File: src/rtl/cdw_pkg.sv
package cdw_pkg;

    localparam int DESC_WORDS = 6;
    localparam int LINK_WORDS = 3;
    localparam int PAGE_BITS  = 8;
    localparam int PAGE_BYTES = 1 << PAGE_BITS;

    localparam logic [3:0] FORM_DATA  = 4'd5;
    localparam logic [3:0] FORM_KEY   = 4'd8;
    localparam logic [2:0] ENG_CIPHER = 3'd1;
    localparam logic [2:0] ENG_HASH   = 3'd2;

    localparam int HB_ENC    = 2;
    localparam int HB_CBC    = 3;
    localparam int HB_DIRECT = 24;

    localparam logic [2:0] DMA_SUB_PAGE = 3'd4;

    typedef enum logic [3:0] {
        ERR_NONE  = 4'd0,
        ERR_HDR   = 4'd1,
        ERR_DLEN  = 4'd2,
        ERR_LLEN  = 4'd4,
        ERR_LPTR  = 4'd5,
        ERR_DADDR = 4'd12,
        ERR_LADDR = 4'd13,
        ERR_DMA   = 4'd15
    } err_e;

    typedef struct packed {
        logic [31:0] hdr;
        logic [31:0] len1;
        logic [31:0] ptr1;
        logic [31:0] len2;
        logic [31:0] ptr2;
        logic [31:0] next;
    } desc_t;

    typedef struct packed {
        logic [31:0] len;
        logic [31:0] addr;
        logic [31:0] next;
    } link_t;

    typedef enum logic [1:0] {BUF_SKIP, BUF_BAD, BUF_DIRECT, BUF_LIST} buf_act_e;

    typedef enum logic [2:0] {
        ST_IDLE, ST_DWAIT, ST_DCHK, ST_BUF, ST_LADDR, ST_LWAIT, ST_LCHK, ST_NEXT
    } state_e;

    function automatic logic hdr_valid(input logic [31:0] h);
        logic form_ok;
        logic eng_ok;
        form_ok = (h[19:16] == FORM_DATA) || (h[19:16] == FORM_KEY);
        eng_ok  = (h[30:28] == ENG_CIPHER) || (h[30:28] == ENG_HASH);
        return (^h) && form_ok && eng_ok;
    endfunction

    function automatic logic crosses_page(input logic [PAGE_BITS-1:0] offs,
                                          input logic [31:0] len);
        logic [32:0] span;
        span = {{(33-PAGE_BITS){1'b0}}, offs} + {1'b0, len};
        return span > 33'(PAGE_BYTES);
    endfunction

endpackage

File: src/rtl/cdw_fetch.sv
module cdw_fetch #(
    parameter int DW   = 32,
    parameter int MAXW = 6,
    localparam int IW  = $clog2(MAXW + 1)
) (
    input  logic                     clk,
    input  logic                     rst,
    input  logic                     go,
    input  logic [DW-1:0]            base,
    input  logic [IW-1:0]            count,
    output logic                     rd_en,
    output logic [DW-1:0]            rd_addr,
    input  logic [DW-1:0]            rd_data,
    output logic [MAXW-1:0][DW-1:0]  words,
    output logic                     done
);

    logic          active;
    logic [IW-1:0] issue_idx;
    logic [IW-1:0] cnt_r;
    logic          pend;
    logic [IW-1:0] pend_idx;
    logic [DW-1:0] base_r;

    assign rd_en   = active && (issue_idx < cnt_r);
    assign rd_addr = base_r + DW'({issue_idx, 2'b00});

    always_ff @(posedge clk) begin
        if (rst) begin
            active    <= 1'b0;
            issue_idx <= '0;
            cnt_r     <= '0;
            pend      <= 1'b0;
            pend_idx  <= '0;
            base_r    <= '0;
            words     <= '0;
            done      <= 1'b0;
        end else begin
            done     <= 1'b0;
            pend     <= rd_en;
            pend_idx <= issue_idx;
            if (go) begin
                active    <= 1'b1;
                issue_idx <= '0;
                cnt_r     <= count;
                base_r    <= base;
            end else if (rd_en) begin
                issue_idx <= issue_idx + IW'(1);
            end
            if (pend) begin
                words[pend_idx] <= rd_data;
                if (pend_idx == cnt_r - IW'(1)) begin
                    active <= 1'b0;
                    done   <= 1'b1;
                end
            end
        end
    end

endmodule

File: src/rtl/cdw_buf_class.sv
module cdw_buf_class
    import cdw_pkg::*;
(
    input  logic [31:0] len,
    input  logic [31:0] ptr,
    input  logic        first,
    input  logic        direct,
    output buf_act_e    act
);

    always_comb begin
        if (len == '0 && ptr == '0)
            act = first ? BUF_SKIP : BUF_BAD;
        else if (len == '0 || ptr == '0)
            act = BUF_BAD;
        else
            act = direct ? BUF_DIRECT : BUF_LIST;
    end

endmodule

File: src/rtl/cdw_chain_walker.sv
module cdw_chain_walker
    import cdw_pkg::*;
#(
    parameter int MAX_LINKS = 8,
    localparam int LCW = $clog2(MAX_LINKS + 1),
    localparam int FIW = $clog2(DESC_WORDS + 1)
) (
    input  logic        clk,
    input  logic        rst,
    input  logic        start,
    input  logic [31:0] start_addr,
    output logic        mem_rd_en,
    output logic [31:0] mem_rd_addr,
    input  logic [31:0] mem_rd_data,
    output logic        cmd_valid,
    output logic        cmd_sel,
    output logic [2:0]  cmd_flags,
    output logic [31:0] cmd_addr,
    output logic [31:0] cmd_len,
    output logic        busy,
    output logic        done,
    output logic        err,
    output logic [3:0]  err_code,
    output logic [2:0]  err_sub
);

    state_e                        state;
    desc_t                         desc;
    logic                          sel;
    logic [31:0]                   link_addr;
    logic [31:0]                   sum;
    logic [LCW-1:0]                lcnt;
    logic                          f_go;
    logic [31:0]                   f_base;
    logic [FIW-1:0]                f_count;
    logic [DESC_WORDS-1:0][31:0]   f_words;
    logic                          f_done;
    link_t                         lk;
    buf_act_e                      act;
    logic [31:0]                   cur_len;
    logic [31:0]                   cur_ptr;
    logic                          fail;
    err_e                          fail_code;
    logic                          emit;
    logic [31:0]                   e_addr;
    logic [31:0]                   e_len;

    cdw_fetch #(.DW(32), .MAXW(DESC_WORDS)) u_fetch (
        .clk(clk), .rst(rst), .go(f_go), .base(f_base), .count(f_count),
        .rd_en(mem_rd_en), .rd_addr(mem_rd_addr), .rd_data(mem_rd_data),
        .words(f_words), .done(f_done)
    );

    assign cur_len = sel ? desc.len2 : desc.len1;
    assign cur_ptr = sel ? desc.ptr2 : desc.ptr1;

    cdw_buf_class u_class (
        .len(cur_len), .ptr(cur_ptr), .first(!sel),
        .direct(desc.hdr[HB_DIRECT]), .act(act)
    );

    assign lk.len  = f_words[0];
    assign lk.addr = f_words[1];
    assign lk.next = f_words[2];

    always_comb begin
        fail      = 1'b0;
        fail_code = ERR_NONE;
        emit      = 1'b0;
        e_addr    = cur_ptr;
        e_len     = cur_len;
        case (state)
            ST_IDLE: if (start && start_addr[1:0] != 2'b00) begin
                fail = 1'b1; fail_code = ERR_DADDR;
            end
            ST_DCHK: if (!hdr_valid(desc.hdr)) begin
                fail = 1'b1; fail_code = ERR_HDR;
            end
            ST_BUF: begin
                if (act == BUF_BAD) begin
                    fail = 1'b1; fail_code = ERR_DLEN;
                end else if (act == BUF_DIRECT) begin
                    if (crosses_page(cur_ptr[PAGE_BITS-1:0], cur_len)) begin
                        fail = 1'b1; fail_code = ERR_DMA;
                    end else begin
                        emit = 1'b1;
                    end
                end
            end
            ST_LADDR: if (link_addr[1:0] != 2'b00) begin
                fail = 1'b1; fail_code = ERR_LADDR;
            end
            ST_LCHK: begin
                e_addr = lk.addr;
                e_len  = lk.len;
                if (lk.addr == '0) begin
                    fail = 1'b1; fail_code = ERR_LPTR;
                end else if (crosses_page(lk.addr[PAGE_BITS-1:0], lk.len)) begin
                    fail = 1'b1; fail_code = ERR_DMA;
                end else if (lk.next == '0 && (sum + lk.len) != cur_len) begin
                    fail = 1'b1; fail_code = ERR_LLEN;
                end else if (lk.next != '0 && lcnt == LCW'(MAX_LINKS - 1)) begin
                    fail = 1'b1; fail_code = ERR_LLEN;
                end else begin
                    emit = (lk.len != '0);
                end
            end
            ST_NEXT: if (desc.next != '0 && desc.next[1:0] != 2'b00) begin
                fail = 1'b1; fail_code = ERR_DADDR;
            end
            default: ;
        endcase
    end

    always_ff @(posedge clk) begin
        if (rst) begin
            state     <= ST_IDLE;
            desc      <= '0;
            sel       <= 1'b0;
            link_addr <= '0;
            sum       <= '0;
            lcnt      <= '0;
            f_go      <= 1'b0;
            f_base    <= '0;
            f_count   <= '0;
            cmd_valid <= 1'b0;
            cmd_sel   <= 1'b0;
            cmd_flags <= '0;
            cmd_addr  <= '0;
            cmd_len   <= '0;
            busy      <= 1'b0;
            done      <= 1'b0;
            err       <= 1'b0;
            err_code  <= '0;
            err_sub   <= '0;
        end else begin
            done      <= 1'b0;
            err       <= 1'b0;
            f_go      <= 1'b0;
            cmd_valid <= emit;
            if (emit) begin
                cmd_sel   <= sel;
                cmd_flags <= {desc.hdr[19:16] == FORM_KEY, desc.hdr[HB_CBC], desc.hdr[HB_ENC]};
                cmd_addr  <= e_addr;
                cmd_len   <= e_len;
            end
            if (fail) begin
                err      <= 1'b1;
                err_code <= fail_code;
                err_sub  <= (fail_code == ERR_DMA) ? DMA_SUB_PAGE : 3'd0;
                busy     <= 1'b0;
                state    <= ST_IDLE;
            end else begin
                case (state)
                    ST_IDLE: if (start) begin
                        busy     <= 1'b1;
                        err_code <= '0;
                        err_sub  <= '0;
                        f_go     <= 1'b1;
                        f_base   <= start_addr;
                        f_count  <= FIW'(DESC_WORDS);
                        state    <= ST_DWAIT;
                    end
                    ST_DWAIT: if (f_done) begin
                        desc  <= {f_words[0], f_words[1], f_words[2],
                                  f_words[3], f_words[4], f_words[5]};
                        state <= ST_DCHK;
                    end
                    ST_DCHK: begin
                        sel   <= 1'b0;
                        state <= ST_BUF;
                    end
                    ST_BUF: begin
                        if (act == BUF_LIST) begin
                            link_addr <= cur_ptr;
                            sum       <= '0;
                            lcnt      <= '0;
                            state     <= ST_LADDR;
                        end else if (!sel) begin
                            sel <= 1'b1;
                        end else begin
                            state <= ST_NEXT;
                        end
                    end
                    ST_LADDR: begin
                        f_go    <= 1'b1;
                        f_base  <= link_addr;
                        f_count <= FIW'(LINK_WORDS);
                        state   <= ST_LWAIT;
                    end
                    ST_LWAIT: if (f_done) state <= ST_LCHK;
                    ST_LCHK: begin
                        sum  <= sum + lk.len;
                        lcnt <= lcnt + LCW'(1);
                        if (lk.next != '0) begin
                            link_addr <= lk.next;
                            state     <= ST_LADDR;
                        end else if (!sel) begin
                            sel   <= 1'b1;
                            state <= ST_BUF;
                        end else begin
                            state <= ST_NEXT;
                        end
                    end
                    ST_NEXT: begin
                        if (desc.next == '0) begin
                            done  <= 1'b1;
                            busy  <= 1'b0;
                            state <= ST_IDLE;
                        end else begin
                            f_go    <= 1'b1;
                            f_base  <= desc.next;
                            f_count <= FIW'(DESC_WORDS);
                            state   <= ST_DWAIT;
                        end
                    end
                    default: state <= ST_IDLE;
                endcase
            end
        end
    end

endmodule

File: config.mk
export PLATFORM = sky130hd
export DESIGN_NAME = cdw_chain_walker
export DESIGN_NICKNAME = d
export VERILOG_FILES = /design/src/rtl/cdw_pkg.sv /design/src/rtl/cdw_fetch.sv /design/src/rtl/cdw_buf_class.sv /design/src/rtl/cdw_chain_walker.sv
export SDC_FILE = /design/constraint.sdc
export NUM_CORES = 2
export LEC_CHECK = 0
export BUFFER_PORTS_ARGS = -buffer_cell sky130_fd_sc_hd__buf_2
export CORE_MARGIN = 2
export CORE_UTILIZATION = 45
export DETAILED_ROUTE_END_ITERATION = 10
export HOLD_SLACK_MARGIN = 0.12
export SLEW_MARGIN = 20
export SYNTH_ARGS = -nofsm -noshare
export SYNTH_HDL_FRONTEND = slang
export SYNTH_SLANG_ARGS = --single-unit
File: constraint.sdc
create_clock -name clk -period 11.7 [get_ports clk]
set_clock_uncertainty 0.1 [all_clocks]
set_input_delay 1.17 -clock clk [delete_from_list [all_inputs] [get_ports clk]]
set_output_delay 1.17 -clock clk [all_outputs]
set_load 0.02 [all_outputs]
# Word level (Yosys, flattened, before mapping)

Index checks and enable logic that the tools add are counted.

Add/sub/neg operators: 7
$lt $le $gt $ge: 5
Eq/ne operators: 28
Mux-type cells: 87
Bitwise gates (word level): 3
Reductions and logical operators: 43

Operators with widths:

| kind                                                                  | count |
|---|---|
| 32-bit two-way mux                                                    | 10 |
| 192-bit bitwise mux                                                   | 1 |
| 32-bit zero test                                                      | 5 |
| 32-bit case mux with 2 select lines                                   | 2 |
| 32-bit demux with 3-bit select                                        | 1 |
| 32-bit case mux with 3 select lines                                   | 1 |
| 32-bit nonzero test                                                   | 3 |
| 8-bit by 32-bit adder with 33-bit output                              | 2 |
| 33-bit by 9-bit > comparator with 1-bit output, second input constant | 2 |
| 4-bit two-way mux                                                     | 12 |
| 3-bit two-way mux                                                     | 15 |
| 1-bit two-way mux                                                     | 34 |
| 32-bit adder                                                          | 1 |
| 32-bit by 5-bit adder with 32-bit output                              | 1 |
| 32-bit != test                                                        | 1 |
| 32-bit parity                                                         | 1 |
| 3-bit case mux with 8 select lines                                    | 1 |
| 4-bit case mux with 6 select lines                                    | 1 |
| 4-bit AND reduction                                                   | 4 |
| 2-bit != test, second input constant                                  | 7 |
| 2-bit nonzero test                                                    | 7 |
| 3-bit == test, second input constant                                  | 4 |
| 3-bit by 2-bit == test with 1-bit output, second input constant       | 3 |
| 1-bit logical AND                                                     | 9 |
| 28 further kinds                                                      | 45 |

Bits in registers: 615
Output and inout port bits: 112

# Depth between registers and ports, before layout

Depth after elaboration: 12
Gate-level depth with buffers: 23
Gate-level depth less buffers: 15

# By module

A second synthesis with hierarchy kept.

Cell total of the unflattened synthesis: 3878
Area, all modules: 30182.7 um2

By module, submodules not included:

| module           | times used | cells each | area each (um2) |
|---|---|---|---|
| cdw_chain_walker | 1          | 2762       | 21187.8 |
| cdw_fetch        | 1          | 1091       | 8837.2 |
| cdw_buf_class    | 1          | 25         | 157.7 |

# Worst setup path before layout

OpenSTA, ideal clock, no wires.

Kind: register -> register
Start: register sel
End: register f_base[22]
Data arrival time: 5.569 ns
Setup slack: 5.903 ns
Stages on the path, launching flop included: 24
Period minus slack after synthesis: 5.797 ns
Path through: dfxtp_1 > buf_6 > buf_6 > buf_4 > buf_2 > buf_2 > buf_1 > buf_2 > buf_1 > mux2_2 > ha_1 > nand3_1 > a2bb2oi_1 > a211oi_1 > nand3_1 > or4b_1 > a22oi_1 > and4_1 > a21boi_1 > nor3_1 > buf_4 > buf_6 > mux2i_1 > nor2_1

Word-level cells in the longest chain between the ends: 11

Ends and longest elaborated chain:

| what                                                                             | line                    | text |
|---|---|---|
| start: declaration                                                               | cdw_chain_walker.sv:29  | `logic sel;` |
| start signal: assignment                                                         | cdw_chain_walker.sv:119 | `sel <= 1'b0;` |
| start signal: assignment                                                         | cdw_chain_walker.sv:170 | `sel <= 1'b0;` |
| start signal: assignment                                                         | cdw_chain_walker.sv:180 | `sel <= 1'b1;` |
| branches (longest 8 deep; another with 8-bit by 32-bit adder with 33-bit output) | n/a                     |  |
| 1-bit case mux with 6 select lines (*)                                           | cdw_chain_walker.sv:72  | `case (state)` |
| 1-bit NOT (no line) (*)                                                          | n/a                     |  |
| 4-bit AND reduction (no line) (*)                                                | n/a                     |  |
| end signal: assignment                                                           | cdw_chain_walker.sv:160 | `f_base <= start_addr;` |
| end signal: assignment                                                           | cdw_chain_walker.sv:187 | `f_base <= link_addr;` |
| end signal: assignment                                                           | cdw_chain_walker.sv:212 | `f_base <= desc.next;` |
| end: declaration                                                                 | cdw_chain_walker.sv:34  | `logic [31:0] f_base;` |

Mark *: on every way between the ends.
A chain may end at the register's enable or synchronous reset.

# Final worst setup path

Start: register sel
End: register cmd_len[10]

Word-level cells in the longest chain between the ends: 9

Ends and longest elaborated chain:

| what                                                                             | line                    | text |
|---|---|---|
| branches (longest 9 deep; another with 8-bit by 32-bit adder with 33-bit output) | n/a                     |  |
| end signal: assignment                                                           | cdw_chain_walker.sv:145 | `cmd_len <= e_len;` |
| end: declaration                                                                 | cdw_chain_walker.sv:19  | `output logic [31:0] cmd_len,` |

Parallel ways; which one is timed is not known.

==> flow_summary.ini <==
[run_status]
status = finished, final reports clean

[timing]
grt_setup_unrepaired = false
fin_crit_sh_pct = 54.6
setup_violations = 0
clock.fmax_mhz = 157
setup_tns_ps = 0
finalCriticalPeriod_ps = 6390
worst_slew_pin_slew_ps = 1100
timing.slew.headroom_pct = 25.9
slew_viol_final = 0
hold_viol_final = 0

[logic_synthesis]
yosysTopAreaCell = dfxtp_1
synth_edf_count = 0
async_flop_share_pct = 0
synth-seq-cells = 613
yosysSeqAreaShare_pct = 40.4
synthCells = 3871
netlist_area_mm2 = 0.0304
avgSynthCellArea_um2 = 7.85
synth_warnings = 0
synthFlopType = dfxtp_1
synth_cell_type_count = 92
ys_top_cells_by_area = dfxtp_1 (40%), nand2_1 (12%), a21oi_1 (8.7%), mux2i_1 (4.4%), xnor2_1 (2.8%)
synth_top_area_share_pct = 40.4

[floorplanning]
dieHeight_um = 264
io-pin-count = 179
core_mm2 = 0.0670
fp.dieArea_mm2 = 0.0696
row_count = 95
start_util_pct = 45.3
die_w_um = 264

[global_route]
gr-total-overflow = 0
grt_use_total_pct = 31.8
grt_pass1_wl_um = 169000
grt_start_max_net_pins = 214
grt_pass1_vias = 26100
antenna_found_initial = 5

[clock_network]
cts_root_buf = clkbuf_16
post_cts_buffers = 0
htree_levels = 3
path_clk_slew_ps = 60
ctsResizeCount = 0
clock_latency_ps = 630
cts_tree = built
cts_sinks = 613
numCtsBuffers = 68
ctsHoldBuffers = 0
cts_buffer_depth = 3

[setup_path]
path_max_fanout = 84
arrival_ps = 6790
critPathLaunchType = flip-flop
cp.required_ps = 12110
crit_path_end_kind = flip-flop
critPathKind = flip-flop to flip-flop

[routing]
drtPass1Iterations = 5
dr.first_iter.drc_count = 3323
wl_um = 114000
num_vias = 28800
postRouteAntennaNets = 0
vias_per_cell = 6.00
wl_per_cell_um = 23.8
remaining_drc_errors = 0

[layout]
syn2layout_area_growth_pct = 11.2
final_core_util_pct = 50.4
nNetsFinal = 4016
stdcell_count = 4802
drive_above_1_share_pct = 9.88

[hold_path]
hp-class = flip-flop to flip-flop

[power_and_ir_drop]
vdd_ir_drop_max_uv = 116
p_leak_nw = 12.4
power_density_mw_per_mm2 = 131

[place]
dpl.cell_count = 4687
dp_hpwl_um = 81200
place.gp.congestion = 1.03
place.port_buffers = 176

[job]
drv_cap = 0
## area by class of cell
cell class,instances,area (um2)
fill,6684,33300
multi-input combinational,2928,16800
sequential,613,12300
clock buffer,94,1950
timing repair buffer,213,1190
tap,873,1090
inverter,60,226
clock inverter,20,221
antenna,1,2.50
## registers in the layout, summed over array words and instances, names as in the netlist, 3 cells and up
name	count
cmd_flags	3
u_fetch.issue_idx	3
cmd_len	32
state	3
u_fetch.pend_idx	3
u_fetch.base_r	32
u_fetch.words	192
f_count	3
sum	32
lcnt	4
err_code	4
link_addr	32
cmd_addr	32
f_base	32
desc	192
u_fetch.cnt_r	3
## layout by cell type, fill, tap and decap left out, drive strengths merged, types with 44 or more instances in the layout
cell type  netlist  final
a21oi          530    530
buf             50    213
clkbuf         221     94
dfxtp          613    613
ha              61     61
inv             60     62
mux2i          137    137
nand2          984    984
nand3           68     68
nand4           55     55
nor2           195    195
nor4            73     73
o2111ai         44     44
o211ai          53     53
o21ai           92     92
xnor2           98     98
## metal layers
metal | vias up | GRT usage, % | share of wire [%]
met3 | 258 | 4.82 | 7.6
li1 | 13600 | - | -
met2 | 1185 | 50.0 | 45
met4 | 4 | 14.8 | 5.0
met5 | - | 0 | 0.024
met1 | 13800 | 43.0 | 43
## cells in the mapped netlist, drive strengths merged (55+ instances only)
master	n
nand2	984
dfxtp	613
a21oi	530
clkbuf	221
nor2	195
mux2i	137
xnor2	98
o21ai	92
nor4	73
nand3	68
ha	61
inv	60
nand4	55
## power by group
part	switching, mW	internal (mW)	total [mW]
combinational	0.155	0.0636	0.219
clock	0.906	1.20	2.10
sequential	0.0139	2.10	2.12
## through the flow
step	hold slack, ps	total power, mW	worst slack [ps]	cell area (um2)
final	343	4.44	5310	33800
after floorplan	331	2.29	5900	30400
after global routing	360	4.56	5120	33800
after global placement	338	2.38	5480	31600
after CTS	349	4.46	5520	33800
after detailed placement	339	2.38	5540	31600
## path summary, 6_finish.rpt
check	startpoint	endpoint	slack, ps	cells past startpoint
worst min register to register	u_fetch.words[139]	desc[43]	340	2
worst max-delay path	sel	cmd_len[10]	5310	13
worst max register to register	sel	cmd_len[10]	5310	13
worst min-delay path	u_fetch.words[139]	desc[43]	340	2
## kinds of logic after synthesis
logic type	count (synthesis)	share of synthesized area, %
simple gates	1598	23.3
compound gates	967	19.5
flops	613	40.4
buf+inv	331	4.53
mux	155	5.25
xor+xnor	141	4.26
fa+ha+maj	65	2.78
other cells	1	0.0123
## worst max-delay path, cell delays in order, from the launching register on
cell and delay [ps]:
dfxtp_4 480, buf_4 690, mux2i_1 700, xor2_1 200
a22o_1 300, a311o_1 400, a2111oi_0 690, nand4_1 190
nor4_1 380, nand4_2 330, o311ai_4 350, buf_4 750
nor2_2 320, and2_1 270
(Power assumes the default switching activity.)
